**src/rtl/pcd_pkg.sv**
```systemverilog
package pcd_pkg;

    localparam int FD_W = 3;
    localparam int C1_W = 3;

    typedef enum logic [1:0] {
        F1_IDLE  = 2'd0,
        F1_SHORT = 2'd1,
        F1_LONG  = 2'd2
    } f1_state_e;

    // integer part of the first-stage ratio; codes 0 and 7 mean ratio 1
    function automatic logic [C1_W-1:0] fd_base(input logic [FD_W-1:0] code);
        if (code == 3'd0 || code == 3'd7) fd_base = 3'd1;
        else                              fd_base = code;
    endfunction

    function automatic logic fd_is_half(input logic [FD_W-1:0] code);
        fd_is_half = (code != 3'd0) && (code != 3'd7);
    endfunction

endpackage

```
**src/rtl/pcd_cfg_shadow.sv**
```systemverilog
module pcd_cfg_shadow #(
    parameter int SEL_W = 2,
    parameter int FD_W  = 3,
    parameter int SD_W  = 8
) (
    input  logic             clk,
    input  logic             rst_n,
    input  logic             enable,
    input  logic             boundary,
    input  logic [SEL_W-1:0] sel_in,
    input  logic [FD_W-1:0]  fd_in,
    input  logic [SD_W-1:0]  sd_in,
    output logic [SEL_W-1:0] sel_q,
    output logic [FD_W-1:0]  fd_q,
    output logic [SD_W-1:0]  sd_q,
    output logic             changed
);

    logic load;

    always_comb begin
        changed = (sel_in != sel_q) || (fd_in != fd_q) || (sd_in != sd_q);
        // follow the inputs freely while stopped, otherwise only at a boundary
        load    = !enable || (boundary && changed);
    end

    always_ff @(posedge clk or negedge rst_n) begin
        if (!rst_n) begin
            sel_q <= '0;
            fd_q  <= '0;
            sd_q  <= '0;
        end else if (load) begin
            sel_q <= sel_in;
            fd_q  <= fd_in;
            sd_q  <= sd_in;
        end
    end

    assert_hold_cfg_R8: assert property (@(posedge clk) disable iff (!rst_n)
        ($past(enable) && !$past(boundary)) |-> ($stable(sel_q) && $stable(fd_q) && $stable(sd_q)));

endmodule

```
**src/rtl/pcd_frac_stage.sv**
```systemverilog
module pcd_frac_stage
    import pcd_pkg::*;
(
    input  logic            clk,
    input  logic            rst_n,
    input  logic            enable,
    input  logic            tick,
    input  logic [FD_W-1:0] fd_code,
    input  logic            restart,
    output logic            boundary,
    output logic            running
);

    f1_state_e       state_q, state_d;
    logic [C1_W-1:0] cnt_q, cnt_d;
    logic [C1_W-1:0] base;
    logic [C1_W-1:0] last;
    logic            half;

    // outputs of the state machine
    always_comb begin
        base     = fd_base(fd_code);
        half     = fd_is_half(fd_code);
        last     = (state_q == F1_LONG) ? base : base - 1'b1;
        running  = (state_q != F1_IDLE);
        boundary = enable && tick && running && (cnt_q == last);
    end

    // next state
    always_comb begin
        state_d = state_q;
        if (!enable) begin
            state_d = F1_IDLE;
        end else begin
            unique case (state_q)
                F1_IDLE:  state_d = F1_SHORT;
                F1_SHORT: if (boundary && !restart && half) state_d = F1_LONG;
                F1_LONG:  if (boundary) state_d = F1_SHORT;
                default:  state_d = F1_IDLE;
            endcase
        end
    end

    always_comb begin
        cnt_d = cnt_q;
        if (!enable || !running) cnt_d = '0;
        else if (boundary)       cnt_d = '0;
        else if (tick)           cnt_d = cnt_q + 1'b1;
    end

    always_ff @(posedge clk or negedge rst_n) begin
        if (!rst_n) begin
            state_q <= F1_IDLE;
            cnt_q   <= '0;
        end else begin
            state_q <= state_d;
            cnt_q   <= cnt_d;
        end
    end

    assert_idle_zero_R7: assert property (@(posedge clk) disable iff (!rst_n)
        (state_q == F1_IDLE) |-> (cnt_q == '0));

    assert_cnt_bound_R3: assert property (@(posedge clk) disable iff (!rst_n)
        running |-> (cnt_q <= base));

    assert_long_only_half_R3: assert property (@(posedge clk) disable iff (!rst_n)
        (state_q == F1_LONG) |-> half);

endmodule

```
**src/rtl/pcd_int_stage.sv**
```systemverilog
module pcd_int_stage #(
    parameter int SD_W = 8
) (
    input  logic            clk,
    input  logic            rst_n,
    input  logic            enable,
    input  logic            f1_pulse,
    input  logic            restart,
    input  logic [SD_W-1:0] sd_div,
    output logic            pix_stb
);

    logic [SD_W-1:0] cnt_q;
    logic            off;
    logic            hit;

    always_comb begin
        off = (sd_div == '0);
        hit = !off && (cnt_q == sd_div - 1'b1);
    end

    always_ff @(posedge clk or negedge rst_n) begin
        if (!rst_n) begin
            cnt_q   <= '0;
            pix_stb <= 1'b0;
        end else begin
            pix_stb <= enable && f1_pulse && hit;
            if (!enable || off)         cnt_q <= '0;
            else if (f1_pulse) begin
                if (restart || hit)     cnt_q <= '0;
                else                    cnt_q <= cnt_q + 1'b1;
            end
        end
    end

    assert_cnt_below_div_R4: assert property (@(posedge clk) disable iff (!rst_n)
        (sd_div != '0) |-> (cnt_q < sd_div));

    assert_cnt_zero_off_R6: assert property (@(posedge clk) disable iff (!rst_n)
        (sd_div == '0) |-> (cnt_q == '0));

    assert_quiet_when_off_R6: assert property (@(posedge clk) disable iff (!rst_n)
        ((sd_div == '0) && ($past(sd_div) == '0)) |-> !pix_stb);

    assert_quiet_disabled_R7: assert property (@(posedge clk) disable iff (!rst_n)
        !$past(enable) |-> !pix_stb);

endmodule

```
**src/rtl/pixclk_frac_div.sv**
```systemverilog
module pixclk_frac_div
    import pcd_pkg::*;
#(
    parameter int NUM_SRC = 4,
    parameter int SD_W    = 8,
    localparam int SEL_W  = $clog2(NUM_SRC)
) (
    input  logic               clk,
    input  logic               rst_n,
    input  logic               enable,
    input  logic [NUM_SRC-1:0] src_tick,
    input  logic [SEL_W-1:0]   src_sel,
    input  logic [FD_W-1:0]    fd_code,
    input  logic [SD_W-1:0]    sd_div,
    output logic               pix_stb,
    output logic               pix_off
);

    logic [SEL_W-1:0] sel_q;
    logic [FD_W-1:0]  fd_q;
    logic [SD_W-1:0]  sd_q;
    logic             changed;
    logic             boundary;
    logic             running;
    logic             restart;
    logic             tick;

    always_comb begin
        tick    = src_tick[sel_q];
        restart = boundary && changed;
        pix_off = !running || (sd_q == '0);
    end

    pcd_cfg_shadow #(
        .SEL_W (SEL_W),
        .FD_W  (FD_W),
        .SD_W  (SD_W)
    ) u_cfg (
        .clk      (clk),
        .rst_n    (rst_n),
        .enable   (enable),
        .boundary (boundary),
        .sel_in   (src_sel),
        .fd_in    (fd_code),
        .sd_in    (sd_div),
        .sel_q    (sel_q),
        .fd_q     (fd_q),
        .sd_q     (sd_q),
        .changed  (changed)
    );

    pcd_frac_stage u_frac (
        .clk      (clk),
        .rst_n    (rst_n),
        .enable   (enable),
        .tick     (tick),
        .fd_code  (fd_q),
        .restart  (restart),
        .boundary (boundary),
        .running  (running)
    );

    pcd_int_stage #(
        .SD_W (SD_W)
    ) u_int (
        .clk      (clk),
        .rst_n    (rst_n),
        .enable   (enable),
        .f1_pulse (boundary),
        .restart  (restart),
        .sd_div   (sd_q),
        .pix_stb  (pix_stb)
    );

    assert_reset_outputs_R9: assert property (@(posedge clk)
        !rst_n |-> (!pix_stb && pix_off));

endmodule

```
**config.mk**
```make
export PLATFORM = sky130hd
export DESIGN_NAME = pixclk_frac_div
export DESIGN_NICKNAME = d
export VERILOG_FILES = /design/src/rtl/pcd_pkg.sv /design/src/rtl/pcd_cfg_shadow.sv /design/src/rtl/pcd_frac_stage.sv /design/src/rtl/pcd_int_stage.sv /design/src/rtl/pixclk_frac_div.sv
export SDC_FILE = /design/constraint.sdc
export NUM_CORES = 1
export LEC_CHECK = 0
export BUFFER_PORTS_ARGS = -buffer_cell sky130_fd_sc_hd__buf_2
export CORE_UTILIZATION = 25
export CTS_BUF_LIST = sky130_fd_sc_hd__clkbuf_8
export DETAILED_ROUTE_END_ITERATION = 12
export RECOVER_POWER = 25
export SLEW_MARGIN = 20
export SYNTH_ARGS = -nofsm -noshare
export SYNTH_HDL_FRONTEND = slang
export SYNTH_SLANG_ARGS = --single-unit
```
**constraint.sdc**
```tcl
create_clock -name clk -period 3.3 [get_ports clk]
set_clock_uncertainty 0.2 [all_clocks]
set_input_delay 0.495 -clock clk [delete_from_list [all_inputs] [get_ports clk]]
set_output_delay 0.495 -clock clk [all_outputs]
set_load 0.01 [all_outputs]
```
# Yosys cells after proc, flatten, opt, wreduce, memory -nomap -nowiden
# Index checks and enable logic that the tools add are counted.
[totals]
output_inout_bits = 2
regBits = 27
input_bits = 20
elab_cells = 67
[op_classes]
magnitude_cmp = 1
eq_ne = 11
addsub = 4
mux = 14
reduce_logical = 30
[op_table]
columns = ["operator", "n"]
rows = [
  ["two-way mux 8 bit", 3],
  ["two-way mux 3 bit", 5],
  ["logical AND 1 bit", 10],
  ["adder 8 x 1 -> 8 bit (second input constant)", 1],
  ["equality test 8 bit", 1],
  ["zero test 8 bit", 1],
  ["logical OR 1 bit", 8],
  ["!= test 8 bit", 1],
  ["subtractor 8 x 1 -> 8 bit (second input constant)", 1],
  ["two-way mux 2 bit", 3],
  ["!= test 3 bit (second input constant)", 2],
  ["case mux 2 bit (3 select lines)", 1],
  ["nonzero test 3 bit", 2],
  ["zero test 1 bit", 4],
  ["nonzero test 2 bit", 2],
  ["adder 3 x 1 -> 3 bit (second input constant)", 1],
  ["equality test 3 bit", 1],
  ["equality test 3 bit (second input constant)", 1],
  ["zero test 3 bit", 1],
  ["< comparator 2 x 3 -> 1 bit (second input constant)", 1],
  ["!= test 3 x 2 -> 1 bit (second input constant)", 1],
  ["!= test 3 bit", 1],
  ["subtractor 3 x 1 -> 3 bit (second input constant)", 1],
  ["binary-select mux 1 bit (select 2 bit)", 1],
  ["6 further kinds", 6],
]

# Depth between registers and ports, before layout
[depth]
word_depth = 14
ltp_mapped = 11
mapped_depth_nobuf = 9

# Hierarchy
# Synthesis repeated with hierarchy kept, for this count alone.
[hier_totals]
hier_cells = 209
hier_area_um2 = 2008.2
[modules_own_cells]
columns = ["module", "area_each_um2", "instances", "cells_each", "seq_area_each_um2"]
rows = [
  ["pcd_cfg_shadow", 819.5, 1, 79, 325.3],
  ["pcd_int_stage", 716.9, 1, 76, 225.2],
  ["pcd_frac_stage", 422.9, 1, 49, 125.1],
  ["pixclk_frac_div", 48.8, 1, 5, 0.0],
]

# Worst setup path before layout
# No wires, ideal clock.
[synth_path]
kind = "reg-to-reg"
from = "reg u_cfg.fd_q[2]"
to = "reg u_cfg.fd_q[0]"
required_ns = 2.975
synth_period_minus_slack_ns = 2.929
setup_time_ns = 0.125
arrival_ns = 2.604
stages_incl_launch_ff = 12
setup_slack_ns = 0.371
n_path_buf = 2
cell_sequence = "dfrtp_1 > o21bai_1 > inv_1 > ha_1 > xor2_1 > nand2_1 > mux2_4 > or3_4 > buf_6 > o21ai_4 > buf_12 > mux2_4"
[synth_via]
elab_chain_len = 9
elab_cells_between_ends = 13
cone_classes = "add/sub (1); eq/ne (3); mux (2); reduce/logical (7)"
[synth_lines]
columns = ["item", "line", "rtl"]
rows = [
  ["start: declaration", "pcd_cfg_shadow.sv:14", "output logic [FD_W-1:0] fd_q,"],
  ["start signal: assignment", "pcd_cfg_shadow.sv:34", "fd_q <= fd_in;"],
  ["equality test 3 bit or zero test 3 bit (tied branches)", "pcd_pkg.sv:14", "if (code == 3'd0 || code == 3'd7) fd_base = 3'd1;"],
  ["logical OR 1 bit", "pcd_pkg.sv:14", ""],
  ["two-way mux 3 bit", "pcd_pkg.sv:14", ""],
  ["subtractor 3 x 1 -> 3 bit", "pcd_frac_stage.sv:24", "last = (state_q == F1_LONG) ? base : base - 1'b1;"],
  ["two-way mux 3 bit", "pcd_frac_stage.sv:24", ""],
  ["equality test 3 bit", "pcd_frac_stage.sv:26", "boundary = enable && tick && running && (cnt_q == last);"],
  ["logical AND 1 bit", "pcd_frac_stage.sv:26", ""],
  ["logical AND 1 bit (*)", "pcd_cfg_shadow.sv:24", "load = !enable || (boundary && changed);"],
  ["logical OR 1 bit (*)", "pcd_cfg_shadow.sv:24", ""],
]
# Every way passes the cells marked *; elsewhere a longest branch is shown, timed or not.
# A chain may end at the register's enable or synchronous reset.

# Final worst setup path
[layout_path]
from = "reg u_cfg.fd_q[2]"
to = "reg u_cfg.sel_q[1]"
[layout_via]
elab_chain_len = 9
elab_cells_between_ends = 13
cone_classes = "add/sub (1); eq/ne (3); mux (2); reduce/logical (7)"
[layout_lines]
columns = ["item", "line", "rtl"]
rows = [
  ["equality test 3 bit or zero test 3 bit (tied branches)", "pcd_pkg.sv:14", ""],
  ["logical OR 1 bit", "pcd_pkg.sv:14", ""],
  ["two-way mux 3 bit", "pcd_pkg.sv:14", ""],
  ["subtractor 3 x 1 -> 3 bit", "pcd_frac_stage.sv:24", ""],
  ["two-way mux 3 bit", "pcd_frac_stage.sv:24", ""],
  ["equality test 3 bit", "pcd_frac_stage.sv:26", ""],
  ["logical AND 1 bit", "pcd_frac_stage.sv:26", ""],
  ["logical AND 1 bit (*)", "pcd_cfg_shadow.sv:24", ""],
  ["logical OR 1 bit (*)", "pcd_cfg_shadow.sv:24", ""],
  ["end signal: assignment", "pcd_cfg_shadow.sv:33", "sel_q <= sel_in;"],
  ["end: declaration", "pcd_cfg_shadow.sv:13", "output logic [SEL_W-1:0] sel_q,"],
]
# Marked as above.

==> impl_metrics.env <==
export IMPL_status="finished, violations left"
export IMPL_violations="max-capacitance violations, max-slew violations"
export IMPL_gp_congestion=0.791
export IMPL_internal_power_mw=0.550
export IMPL_grt_pass1_vias=1544
export IMPL_cts_hold_buf=0
export IMPL_layout_drive_gt1_share_pct=25.5
export IMPL_p_leak_nw=0.962
export IMPL_crit_type="register to register"
export IMPL_synthDistinctLibCells=52
export IMPL_dp_worst_setup_slack_ns=0.280
export IMPL_vias_per_cell=4.89
export IMPL_clk_latency_ns=0.27
export IMPL_synth_top_cell_by_area="dfrtp_1"
export IMPL_drt_iter0_markers=76
export IMPL_final_nets=226
export IMPL_cap_viol_max_count=1
export IMPL_swShare_pct=30.0
export IMPL_n_antenna_cell=0
export IMPL_maxSlewHeadroom_pct=-2.71
export IMPL_first_pass_iters=6
export IMPL_synthArstFlopShare_pct=100
export IMPL_power_frac_seq_pct=49.7
export IMPL_startpoint_type="register"
export IMPL_std_cell_rows=31
export IMPL_die_area_mm2=0.00823
export IMPL_cts_buffer_depth=2
export IMPL_synth_most_common_cell="dfrtp_1"
export IMPL_clock_sinks=27
export IMPL_setup_viol=0
export IMPL_ys_ff_latch=27
export IMPL_syn_cell_area_mm2=0.00197
export IMPL_start_util_pct=26.4
export IMPL_cts_htree_levels=1
export IMPL_power_density_mw_per_mm2=355
export IMPL_clkTransAtPathRegs_ns=0.08
export IMPL_cts_resized=0
export IMPL_hold_viol=0
export IMPL_fillers=788
export IMPL_yosysSeqAreaShare_pct=34.4
export IMPL_wire_per_inst_um=14.0
export IMPL_rsz0062_at_grt="false"
export IMPL_critPathArrivalTime_ns=2.98
export IMPL_area_growth_pct=12.5
export IMPL_die_w_um=90.7
export IMPL_wirelength_mm=4.18
export IMPL_power_frac_comb_pct=26.9
export IMPL_io_buffers=21
export IMPL_synthFlopType="dfrtp_1"
export IMPL_grt_max_degree=28
export IMPL_cts_buffers=3
export IMPL_vias=1462
export IMPL_cp_max_fo=13
export IMPL_tritoncts="built"
export IMPL_post_cts_buffers=0
export IMPL_hp_class="primary input to register"
export IMPL_end_kind="register"
export IMPL_required_ns=3.26
export IMPL_peakVddDrop_v=0.000198
export IMPL_fin_util_pct=29.7
export IMPL_period_minus_slack_ns=3.02
export IMPL_power_total_mw=0.786
export IMPL_timing_hold_ws_ns=0.282
export IMPL_slew_violations=28
export IMPL_grt_first_pass_wirelength_mm=7.21
export IMPL_synth_cells=181
export IMPL_fmax_mhz=331
export IMPL_antenna_found_initial=0
export IMPL_timing_final_ws_setup_ns=0.281
export IMPL_synth_enable_flop_cells=0
export IMPL_track_usage_pct=10.7
export IMPL_worst_pin_slew_ns=1.54
export IMPL_gr_total_overflow=0
export IMPL_fin_crit_sh_pct=91.5
export IMPL_drc=0
export IMPL_cts_root_buffer="clkbuf_8"
export IMPL_synthTopCellsByArea="dfrtp_1 34%, mux2_4 8.4%, xnor2_1 6.2%, xor2_1 4.9%, ha_1 3.2%"
export IMPL_syn_nets=206
export IMPL_core_mm2=0.00745
export IMPL_io_pins=22
export IMPL_finalSetupTns_ns=0
export IMPL_syn_avg_cell_area_um2=10.9
export IMPL_synth_largest_type_area_fraction_pct=34.4
export IMPL_die_h_um=90.7
export IMPL_ant_nets=0
export IMPL_synthTopCellsByCount="27 x dfrtp_1, 14 x xnor2_1, 11 x mux2_4, 11 x xor2_1"
export IMPL_hpwlAfterDp_mm=3.17
export IMPL_p_switching_mw=0.236
export IMPL_pwr_share_clk_pct=23.5
export IMPL_yosysWarnings=0
## final cells by class
type	instances	area, um2	area share, %
multi-input combinational	140	1210	54.7
sequential	27	676	30.5
timing repair buffer	24	139	6.28
tap	99	124	5.60
clock buffer	3	41.3	1.87
inverter	5	18.8	0.848
clock inverter	1	3.75	0.170
## critical path, stage by stage, from the launching register on
cell	delay (ns)
dfrtp_1	0.46
o21bai_1	0.24
inv_1	0.07
ha_1	0.30
xor2_1	0.15
nand2_1	0.06
mux2_4	0.26
or3_4	0.46
o21ai_4	0.19
buf_12	0.17
mux2_2	0.34
## per-layer routing
layer	GRT usage, %	vias up	share of wire [%]
met5	0	-	0
met4	2.69	0	0.67
met3	1.35	4	2.2
met2	18.4	21	49
met1	14.0	736	49
li1	-	701	-
## layout by cell type, fill, tap and decap left out, types with 6 or more instances in the layout
master and instances:
xor2_1 11, nor2_1 6, inv_1 6, xnor2_1 14, buf_2 20, nor2b_1 6
dfrtp_1 27, mux2_4 11, a22o_1 6
## sequential cells by signal (all words and copies together) (netlist names)
| name | cells |
|---|---|
| u_int.cnt_q | 8 |
| u_cfg.sel_q | 2 |
| u_frac.state_q | 2 |
| u_frac.cnt_q | 3 |
| u_int.pix_stb | 1 |
| u_cfg.fd_q | 3 |
| u_cfg.sd_q | 8 |
## metrics by stage
| stage | cell area (um2) | instances |
|---|---|---|
| final | 2210 | 299 |
| after global routing | 2210 | 299 |
| after CTS | 2210 | 299 |
| after detailed placement | 2170 | 295 |
| after global placement | 2170 | 295 |
| after floorplan | 1970 | 181 |
## power by group through the flow
stage | Combinational [mW] | Clock, mW | Sequential [mW]
finish | 0.211 | 0.184 | 0.390
detailed placement | 0.213 | 0 | 0.397
CTS | 0.214 | 0.194 | 0.391
global route | 0.234 | 0.203 | 0.395
global placement | 0.208 | 0 | 0.395
floorplan | 0.177 | 0 | 0.377
## cell families after synthesis
family                     count (synthesis)  synth area share, %
AOI/OAI and AO/OA                         34                 14.6
xor gates and xnor gates                  26                 12.3
adders and majority gates                  5                 3.18
buffers and inverters                     14                 4.13
DFF                                       27                 34.4
muxes                                     17                 12.3
and+or+nand+nor                           58                 19.1
## worst paths after layout
path / from / endpoint / slack, ns / depth (start not counted)
min in group asynchronous: rst_n / u_int.cnt_q[3]$_DFFE_PN0P_ / 0.39 / 1
worst min-delay path: src_sel[0] / u_cfg.sel_q[0]$_DFFE_PN0P_ / 0.28 / 2
worst max-delay path: u_cfg.fd_q[2]$_DFFE_PN0P_ / u_cfg.sel_q[1]$_DFFE_PN0P_ / 0.28 / 10
worst max register to register: u_cfg.fd_q[2]$_DFFE_PN0P_ / u_cfg.sel_q[1]$_DFFE_PN0P_ / 0.28 / 10
max in group asynchronous: rst_n / u_cfg.fd_q[0]$_DFFE_PN0P_ / 1.61 / 1
worst min register to register: u_cfg.sel_q[1]$_DFFE_PN0P_ / u_cfg.sel_q[1]$_DFFE_PN0P_ / 0.37 / 1
No activity file was read; power rests on OpenSTA's default activity.
